===== src/rtl/sec_evt_pkg.sv =====
// Package: shared constants and types for the violation event collector.
// Assumes a 12-bit byte address window with 32-bit word-aligned registers.
package sec_evt_pkg;
    typedef logic [31:0] word_t;

    localparam int LINES_PER_BANK = 32;
    localparam int ADDR_W         = 12;
    localparam int MAX_BANKS      = 16;

    // Word index (byte address / 4) regions, in 16-word slots.
    localparam logic [5:0] SLOT_MASK  = 6'd0;   // 0x000
    localparam logic [5:0] SLOT_STAT  = 6'd1;   // 0x040
    localparam logic [5:0] SLOT_CLEAR = 6'd2;   // 0x080
    localparam logic [9:0] WORD_CTRL  = 10'd64;  // 0x100
    localparam logic [9:0] WORD_HWCFG = 10'd252; // 0x3F0
    localparam logic [9:0] WORD_REV   = 10'd253; // 0x3F4
endpackage


===== src/rtl/sec_evt_bank.sv =====
// Module: one bank of 32 violation lines (status flags plus mask bits).
// Assumes the write strobes come from the address decoder. Bits at or above
// VALID_BITS are tied to 0. A new event beats a simultaneous clear.
module sec_evt_bank
    import sec_evt_pkg::*;
#(
    parameter int VALID_BITS = 32
) (
    input  logic  clk,
    input  logic  rst_n,
    input  logic  cap_en,
    input  word_t evt,
    input  logic  mask_we,
    input  logic  clr_we,
    input  word_t wdata,
    output word_t status,
    output word_t mask
);
    localparam word_t VALID_MASK = (VALID_BITS >= 32) ? '1
                                 : word_t'((64'd1 << VALID_BITS) - 64'd1);

    word_t set_bits;
    word_t clr_bits;

    // Purpose: form the set and clear vectors for this cycle.
    always_comb begin
        set_bits = cap_en ? evt : '0;
        clr_bits = clr_we ? wdata : '0;
    end

    // Purpose: update the sticky flags (set wins over clear) and the mask.
    always_ff @(posedge clk) begin
        if (!rst_n) begin
            status <= '0;
            mask   <= '0;
        end else begin
            status <= ((status & ~clr_bits) | set_bits) & VALID_MASK;
            if (mask_we) begin
                mask <= wdata & VALID_MASK;
            end
        end
    end
endmodule


===== src/rtl/sec_evt_regif.sv =====
// Module: address decoder and read multiplexer for the collector window.
// Assumes word-aligned accesses. A misaligned or unmapped address selects
// nothing and reads 0. Reads are combinational and have no side effects.
module sec_evt_regif
    import sec_evt_pkg::*;
#(
    parameter int          NUM_BANKS = 2,
    parameter int          NUM_LINES = 40,
    parameter logic [2:0]  CFG_AUX   = 3'd5,
    parameter logic [3:0]  REV_MAJOR = 4'd2,
    parameter logic [3:0]  REV_MINOR = 4'd1
) (
    input  logic                          bus_wr,
    input  logic [ADDR_W-1:0]             bus_addr,
    input  word_t                         bus_wdata,
    input  logic [NUM_BANKS-1:0][31:0]    sts,
    input  logic [NUM_BANKS-1:0][31:0]    msk,
    input  logic                          cap_en,
    output logic [NUM_BANKS-1:0]          mask_we,
    output logic [NUM_BANKS-1:0]          clr_we,
    output logic                          ctrl_we,
    output word_t                         bus_rdata
);
    logic       aligned;
    logic [9:0] word;
    logic [5:0] slot;
    logic [3:0] idx;

    // Purpose: split the byte address into word, slot and bank index.
    always_comb begin
        aligned = (bus_addr[1:0] == 2'b00);
        word    = bus_addr[ADDR_W-1:2];
        slot    = word[9:4];
        idx     = word[3:0];
    end

    // Purpose: raise per-bank write strobes for the mask and clear arrays.
    always_comb begin
        for (int b = 0; b < NUM_BANKS; b++) begin
            mask_we[b] = bus_wr && aligned && (slot == SLOT_MASK)  && (idx == 4'(b));
            clr_we[b]  = bus_wr && aligned && (slot == SLOT_CLEAR) && (idx == 4'(b));
        end
        ctrl_we = bus_wr && aligned && (word == WORD_CTRL);
    end

    // Purpose: select the read word; unmapped space returns zero.
    always_comb begin
        bus_rdata = '0;
        if (aligned) begin
            if (word == WORD_CTRL) begin
                bus_rdata = {31'd0, cap_en};
            end else if (word == WORD_HWCFG) begin
                bus_rdata = {13'd0, CFG_AUX, 8'd0, 8'(NUM_LINES)};
            end else if (word == WORD_REV) begin
                bus_rdata = {24'd0, REV_MAJOR, REV_MINOR};
            end else begin
                for (int b = 0; b < NUM_BANKS; b++) begin
                    if (idx == 4'(b)) begin
                        if (slot == SLOT_MASK) bus_rdata = msk[b];
                        if (slot == SLOT_STAT) bus_rdata = sts[b];
                    end
                end
            end
        end
    end
endmodule


===== src/rtl/sec_evt_collector.sv =====
// Module: top of the violation event collector.
// Latches event pulses into banked sticky flags while capture is enabled.
// Masks them into one level interrupt. Exposes everything through a flat
// 32-bit register window. Assumes evt_i is synchronous to clk.
module sec_evt_collector
    import sec_evt_pkg::*;
#(
    parameter int          NUM_LINES = 40,
    parameter logic [2:0]  CFG_AUX   = 3'd5,
    parameter logic [3:0]  REV_MAJOR = 4'd2,
    parameter logic [3:0]  REV_MINOR = 4'd1
) (
    input  logic                  clk,
    input  logic                  rst_n,
    input  logic [NUM_LINES-1:0]  evt_i,
    input  logic                  bus_wr,
    input  logic [11:0]           bus_addr,
    input  logic [31:0]           bus_wdata,
    output logic [31:0]           bus_rdata,
    output logic                  irq_o
);
    localparam int NUM_BANKS = (NUM_LINES + LINES_PER_BANK - 1) / LINES_PER_BANK;
    localparam int TOTAL     = NUM_BANKS * LINES_PER_BANK;

    logic [NUM_BANKS-1:0][31:0] sts;
    logic [NUM_BANKS-1:0][31:0] msk;
    logic [NUM_BANKS-1:0]       mask_we;
    logic [NUM_BANKS-1:0]       clr_we;
    logic                       ctrl_we;
    logic                       cap_en;
    logic [TOTAL-1:0]           evt_pad;
    logic [TOTAL-1:0]           sts_flat;
    logic [TOTAL-1:0]           ena_flat;

    // Purpose: widen the event vector to whole banks and flatten the arrays.
    always_comb begin
        evt_pad  = TOTAL'(evt_i);
        sts_flat = sts;
        ena_flat = msk;
    end

    // Purpose: hold the global capture switch.
    always_ff @(posedge clk) begin
        if (!rst_n) begin
            cap_en <= 1'b0;
        end else if (ctrl_we) begin
            cap_en <= bus_wdata[0];
        end
    end

    sec_evt_regif #(
        .NUM_BANKS (NUM_BANKS),
        .NUM_LINES (NUM_LINES),
        .CFG_AUX   (CFG_AUX),
        .REV_MAJOR (REV_MAJOR),
        .REV_MINOR (REV_MINOR)
    ) u_regif (
        .bus_wr    (bus_wr),
        .bus_addr  (bus_addr),
        .bus_wdata (bus_wdata),
        .sts       (sts),
        .msk       (msk),
        .cap_en    (cap_en),
        .mask_we   (mask_we),
        .clr_we    (clr_we),
        .ctrl_we   (ctrl_we),
        .bus_rdata (bus_rdata)
    );

    for (genvar b = 0; b < NUM_BANKS; b++) begin : g_bank
        localparam int VB = (b < NUM_BANKS - 1) ? 32 : NUM_LINES - 32 * (NUM_BANKS - 1);
        sec_evt_bank #(.VALID_BITS(VB)) u_bank (
            .clk     (clk),
            .rst_n   (rst_n),
            .cap_en  (cap_en),
            .evt     (evt_pad[b*32 +: 32]),
            .mask_we (mask_we[b]),
            .clr_we  (clr_we[b]),
            .wdata   (bus_wdata),
            .status  (sts[b]),
            .mask    (msk[b])
        );
    end

    // Purpose: reduce unmasked flags of all banks into the level interrupt.
    always_comb begin
        irq_o = |(sts_flat & ena_flat);
    end
endmodule


===== config.mk =====
export PLATFORM = sky130hd
export DESIGN_NAME = sec_evt_collector
export DESIGN_NICKNAME = d
export VERILOG_FILES = /design/src/rtl/sec_evt_pkg.sv /design/src/rtl/sec_evt_bank.sv /design/src/rtl/sec_evt_regif.sv /design/src/rtl/sec_evt_collector.sv
export SDC_FILE = /design/constraint.sdc
export NUM_CORES = 1
export LEC_CHECK = 0
export BUFFER_PORTS_ARGS = -buffer_cell sky130_fd_sc_hd__clkbuf_2
export CAP_MARGIN = 20
export CORE_UTILIZATION = 50
export CTS_CLUSTER_DIAMETER = 40
export DETAILED_ROUTE_END_ITERATION = 8
export PLACE_DENSITY = 0.77
export SYNTH_ARGS = -nofsm -noshare
export SYNTH_HDL_FRONTEND = slang
export SYNTH_SLANG_ARGS = --single-unit

===== constraint.sdc =====
create_clock -name clk -period 3.79 [get_ports clk]
set_input_delay 0 -clock clk [delete_from_list [all_inputs] [get_ports clk]]
set_output_delay 0 -clock clk [all_outputs]
set_load 0.005 [all_outputs]

# Word-level counts from Yosys, hierarchy flattened
# Index checks and enable logic that the tools add are counted.
[totals]
register_bits = 81
latchBits = 0
ram_bits = 0
rom_bits = 0
inputBits = 87
output_inout_bits = 33
word_cells = 44
memories = 0
[op_classes]
add_sub_neg = 0
n_mul = 0
div_mod_pow = 0
order_cmp = 0
eq_ne = 6
shift = 0
muxes = 14
bitwise = 7
n_reduce_logical = 12
[ops]
columns = ["operator", "count"]
rows = [
  ["two-way mux 32 bit", 12],
  ["OR reduction 64 bit", 1],
  ["bitwise AND 40 bit", 1],
  ["bitwise AND 32 bit", 1],
  ["NOT 32 bit", 1],
  ["OR 32 bit", 1],
  ["equality test 10 x 8 -> 1 bit, second input constant", 2],
  ["two-way mux 8 bit", 2],
  ["equality test 10 x 7 -> 1 bit, second input constant", 1],
  ["bitwise AND 8 bit", 1],
  ["logical AND 1 bit", 8],
  ["NOT 8 bit", 1],
  ["OR 8 bit", 1],
  ["equality test 6 x 1 -> 1 bit, second input constant", 1],
  ["equality test 6 x 2 -> 1 bit, second input constant", 1],
  ["logical NOT 6 bit", 1],
  ["equality test 4 x 1 -> 1 bit, second input constant", 1],
  ["logical NOT 4 bit", 1],
  ["logical NOT 2 bit", 1],
]

# Depth between registers and ports, before layout
[depth]
ltp_word = 11
depth_mapped = 7
depth_no_buf = 4

# Modules after synthesis
# Synthesis repeated with hierarchy kept, for this count alone.
[unflattened]
hier_cells = 515
area_unflattened_um2 = 5141.2
[by_module_without_submodules]
columns = ["mod", "instances", "cells_each", "area_each_um2", "seq_area_each_um2"]
rows = [
  ["sec_evt_bank at g_bank[0].u_bank", 1, 244, 2522.4, 1281.2],
  ["sec_evt_regif", 1, 121, 1222.4, 0.0],
  ["sec_evt_bank at g_bank[1].u_bank", 1, 109, 993.5, 320.3],
  ["sec_evt_collector", 1, 41, 402.9, 20.0],
]

# Worst setup path after synthesis
# OpenSTA, ideal clock, no wires.
[synth_path]
path_type = "input-to-reg"
from = "input bus_addr[2]"
to = "register g_bank[0].u_bank.mask[10]"
setup_ns = 0.132
arrival_time_ns = 1.135
required_ns = 3.658
path_slack_ns = 2.523
path_stages = 6
n_path_buf = 2
path_cell_list = "buf_2 -> nor4_4 -> nand4_1 -> clkbuf_1 -> nand2_1 -> a21oi_1"
[synth_between]
elab_chain_len = 2
[synth_rtl]
columns = ["element", "line", "source"]
rows = [
  ["start, declared", "sec_evt_collector.sv:17", "input logic [11:0] bus_addr,"],
  ["logical NOT 4 bit", "sec_evt_regif.sv:40", "mask_we[b] = bus_wr && aligned && (slot == SLOT_MASK) && (idx == 4'(b));"],
  ["logical AND 1 bit", "sec_evt_regif.sv:40", ""],
  ["end signal, assigned", "sec_evt_bank.sv:39", "mask <= wdata & VALID_MASK;"],
  ["end, declared", "sec_evt_bank.sv:17", "output word_t mask"],
]
# No other way between the ends.
# A chain may end at the register's enable or synchronous reset.

# Final worst setup path
[layout_path]
from = "register cap_en"
to = "register g_bank[0].u_bank.status[26]"
[layout_between]
elab_chain_len = 2
[layout_rtl]
columns = ["element", "line", "source"]
rows = [
  ["start, declared", "sec_evt_collector.sv:30", "logic cap_en;"],
  ["start signal, assigned", "sec_evt_collector.sv:47", "cap_en <= bus_wdata[0];"],
  ["two-way mux 32 bit", "sec_evt_bank.sv:27", "set_bits = cap_en ? evt : '0;"],
  ["OR 32 bit", "sec_evt_bank.sv:37", "status <= ((status & ~clr_bits) | set_bits) & VALID_MASK;"],
  ["end signal, assigned", "sec_evt_bank.sv:37", ""],
  ["end, declared", "sec_evt_bank.sv:16", "output word_t status,"],
]
# No other way between the ends.

==> flow_metrics.py <==
metrics = {
    "final_layout": {
        "diodes": 0,
        "seqCellArea_um2": 1620,
        "multi_input_comb_area_um2": 2310,
        "nets": 750,
        "syn2layout_area_growth_pct": 36.6,
        "utilization_pct": 71.9,
        "nFillCells": 619,
        "drive_gt1_share_pct": 23.7,
    },
    "worst_hold_path": {
        "hold_start": "rst_n",
        "whs_path_depth": 3,
        "hold_path_end": "g_bank[1].u_bank.mask[7]",
        "min_path_type": "primary input to flip-flop",
    },
    "logic_synthesis": {
        "synth_compound_area_share_pct": 23.1,
        "synthDistinctLibCells": 43,
        "ys.warnings.count": 0,
        "synth.avg_cell_area_um2": 8.40,
        "syn_nets": 579,
        "synth-seq-cells": 81,
        "synth_adder_area_share_pct": 0,
        "synth_top_family_by_area": "compound AO/OA/AOI/OAI gates",
        "syn-instance-count": 492,
        "synth_xor_area_share_pct": 0,
        "yosys.area_share.simple_pct": 21.3,
        "ys_seq_area_share_pct": 39.2,
        "synth_area_um2": 4130,
        "synth.mux.area_fraction_pct": 11.6,
    },
    "routing": {
        "wl_per_cell_um": 17.8,
        "dr.pass1.iters": 6,
        "drt-total-wl_um": 13700,
        "vias": 4650,
        "drc_errors": 0,
        "antenna_left": 0,
        "vias_per_cell": 6.05,
        "drtIter0Drc": 395,
    },
    "pwr": {
        "p_clk_share_pct": 41.0,
        "peakVddDrop_mv": 0.241,
        "p_comb_share_pct": 9.0,
        "cellLeakagePower_nw": 2.23,
        "switchingPower_mw": 0.391,
        "p_per_area_nw_per_um2": 301,
        "p_seq_share_pct": 50.0,
        "switching_share_pct": 23.0,
        "internal_power_mw": 1.31,
    },
    "clocking": {
        "cts.clk_slew.worst_paths_ns": 0.09,
        "numCtsBuffers": 9,
        "clock_sinks": 81,
        "cts-root-buf": "clkbuf_8",
        "clockBufferDepth": 2,
        "cts_resized": 0,
        "clock_latency_ns": 0.35,
        "cts_setup_buffers": 0,
        "cts_tree": "done",
        "cts_hold_buf": 72,
        "h-tree-depth": 3,
    },
    "sta": {
        "skew_ns": 0.0102,
        "slew_headroom_pct": 30.2,
        "fmax_ghz": 0.396,
        "whs_ns": 0.0932,
        "worstMarginPinSlew_ns": 1.05,
        "finalSetupTns_ns": 0,
        "slew_violations": 0,
        "rsz0062_at_grt": "no",
        "min_period_over_period_pct": 66.7,
        "setup_viol": 0,
        "hold_violations": 0,
        "fin_crit_ns": 2.53,
    },
    "global_route": {
        "grt_pass1_vias": 4425,
        "grt_pass1_wl_um": 21600,
        "grtUsageTotal_pct": 32.0,
        "grt_max_degree": 59,
        "antenna_found_initial": 0,
        "overflow": 0,
    },
    "critical_path": {
        "r2r_slack_ns": 1.26,
        "ff2ff_path_depth": 4,
        "critPathKind": "flip-flop to flip-flop",
        "worst-path-max-fanout": 58,
        "r2r-end": "g_bank[0].u_bank.status[26]",
        "cp_data_arrival_time_ns": 2.82,
        "required_ns": 4.09,
        "worstSetupStartpointType": "flip-flop",
        "worstReg2RegStart": "cap_en",
        "end_kind": "flip-flop",
    },
    "die": {
        "die_x_um": 92.9,
        "rows": 32,
        "initial_utilization_pct": 52.6,
        "die_y_um": 92.9,
        "io_pins": 120,
        "core_um2": 7850,
        "dieArea_um2": 8630,
    },
    "status": {
        "status": "complete, no violations",
    },
    "place": {
        "gp_congestion": 0.860,
        "dp_hpwl_um": 8440,
        "io_buffers": 119,
    },
    "job": {
        "max_cap_violations": 0,
    },
}
==> worst max path at each step <==
stage / start / to / slack, ns / depth (start not counted)
2_1_floorplan: bus_addr[2] / g_bank[0].u_bank.mask[10] / 2.52 / 6
3_3_place_gp: bus_addr[2] / g_bank[0].u_bank.status[9] / 1.66 / 6
3_5_place_dp: bus_addr[2] / g_bank[0].u_bank.status[11] / 1.62 / 6
4_1_cts: cap_en / g_bank[0].u_bank.status[23] / 1.38 / 4
5_1_grt: cap_en / g_bank[1].u_bank.status[0] / 1.14 / 4
6_report: cap_en / g_bank[0].u_bank.status[26] / 1.26 / 4
==> registers in the layout, summed over array words and instances, names as in the netlist <==
register,flops
g_bank.u_bank.status,40
g_bank.u_bank.mask,40
cap_en,1
==> critical path, cell delays in order (launching register included) <==
cell,delay [ns]
dfxtp_2,1.02
buf_4,0.43
nand2_1,0.10
a311oi_1,0.30
dlygate4sd3_1,0.62
==> cells by family (layout without fill, tap and decap cells) <==
logic type,after synthesis,in the layout
compound gates,145,145
buf+inv,39,214
flops,81,81
mux,40,40
simple gates,187,187
==> cell usage after synthesis <==
| library cell | n | area [um^2] |
|---|---|---|
| nor2_1 | 35 | 131 |
| nand4b_1 | 3 | 26.3 |
| nor4_1 | 3 | 18.8 |
| buf_4 | 3 | 22.5 |
| a21oi_1 | 76 | 380 |
| nand2_1 | 107 | 402 |
| or2_1 | 1 | 6.26 |
| nor2b_1 | 5 | 31.3 |
| nor2_2 | 2 | 12.5 |
| mux2i_1 | 32 | 320 |
| and4_1 | 2 | 17.5 |
| a21boi_0 | 1 | 7.51 |
| clkbuf_1 | 21 | 78.8 |
| o21ai_0 | 2 | 10.0 |
| and2b_2 | 1 | 8.76 |
| mux2_2 | 2 | 22.5 |
| nor3_1 | 1 | 5.00 |
| nand3_1 | 2 | 10.0 |
| nand4_1 | 8 | 50.1 |
| a31oi_1 | 2 | 12.5 |
| nand2b_1 | 1 | 6.26 |
| buf_2 | 10 | 50.1 |
| buf_6 | 4 | 45.0 |
| and3_1 | 2 | 12.5 |
| nor4bb_1 | 1 | 10.0 |
| o2bb2ai_1 | 1 | 8.76 |
| a22oi_1 | 18 | 135 |
| a2111oi_2 | 1 | 15.0 |
| o21a_1 | 1 | 7.51 |
| a311oi_1 | 41 | 359 |
| dfxtp_1 | 81 | 1620 |
| inv_2 | 1 | 3.75 |
| and4b_1 | 2 | 20.0 |
| or4_1 | 3 | 22.5 |
| a22o_1 | 1 | 8.76 |
| nor4_4 | 1 | 21.3 |
| mux4_2 | 6 | 135 |
| nand3b_1 | 2 | 15.0 |
| nand4_2 | 2 | 25.0 |
| a221oi_1 | 1 | 8.76 |
| nor4_2 | 1 | 12.5 |
| nor3b_1 | 1 | 7.51 |
| or3_1 | 1 | 6.26 |
==> per-stage QoR <==
stage               setup WS, ns  power, mW  area, um^2  instances
floorplan                   2.52      0.915        4130        492
global placement            1.66      0.985        4710        682
detailed placement          1.62      0.987        4710        682
CTS                         1.38       1.69        5650        769
global route                1.14       1.75        5650        769
finish                      1.26       1.70        5650        769
==> metal layers <==
metal	share of wire [%]	track usage, %	wire, um
met2	50	55.9	6840
met4	2.0	12.3	272
met5	0	0	0
met1	40	39.5	5460
met3	8.3	4.52	1140
==> layout by cell type, fill, tap and decap left out, types with 2 or more instances in the layout <==
| cell | synthesis | layout |
|---|---|---|
| clkbuf_2 | 0 | 119 |
| nand2_1 | 107 | 107 |
| dfxtp_1 | 81 | 80 |
| a21oi_1 | 76 | 76 |
| dlygate4sd3_1 | 0 | 72 |
| a311oi_1 | 41 | 41 |
| nor2_1 | 35 | 34 |
| mux2i_1 | 32 | 32 |
| a22oi_1 | 18 | 18 |
| clkbuf_8 | 0 | 10 |
| nand4_1 | 8 | 8 |
| buf_4 | 3 | 7 |
| mux4_2 | 6 | 6 |
| nor2b_1 | 5 | 5 |
| or4_1 | 3 | 3 |
| nor2_2 | 2 | 3 |
| nor4_1 | 3 | 3 |
| nand4b_1 | 3 | 3 |
| nand3b_1 | 2 | 2 |
| nand4_2 | 2 | 2 |
| and3_1 | 2 | 2 |
| and4b_1 | 2 | 2 |
| o21ai_0 | 2 | 2 |
| a31oi_1 | 2 | 2 |
| mux2_2 | 2 | 2 |
| nand3_1 | 2 | 2 |
| and4_1 | 2 | 2 |
| bufinv_16 | 0 | 2 |
| clkbuf_1 | 21 | 2 |
==> power by group through the flow <==
stage / sequential (mW) / clock (mW) / combinational, mW
2_1_floorplan: 0.870 / 0 / 0.0446
3_3_place_gp: 0.870 / 0 / 0.115
3_5_place_dp: 0.870 / 0 / 0.116
4_1_cts: 0.850 / 0.693 / 0.149
5_1_grt: 0.850 / 0.739 / 0.164
6_report: 0.850 / 0.698 / 0.154
==> area by class of cell <==
type,instances,share of cell area (%)
flip-flops and latches,81,28.7
multi-input cells,372,41.0
inverters,1,0.0665
repair buffers,198,24.2
clock buffers,12,2.57
well taps,102,2.26
clock inverters,3,1.15
No activity file was read; power rests on OpenSTA's default activity.
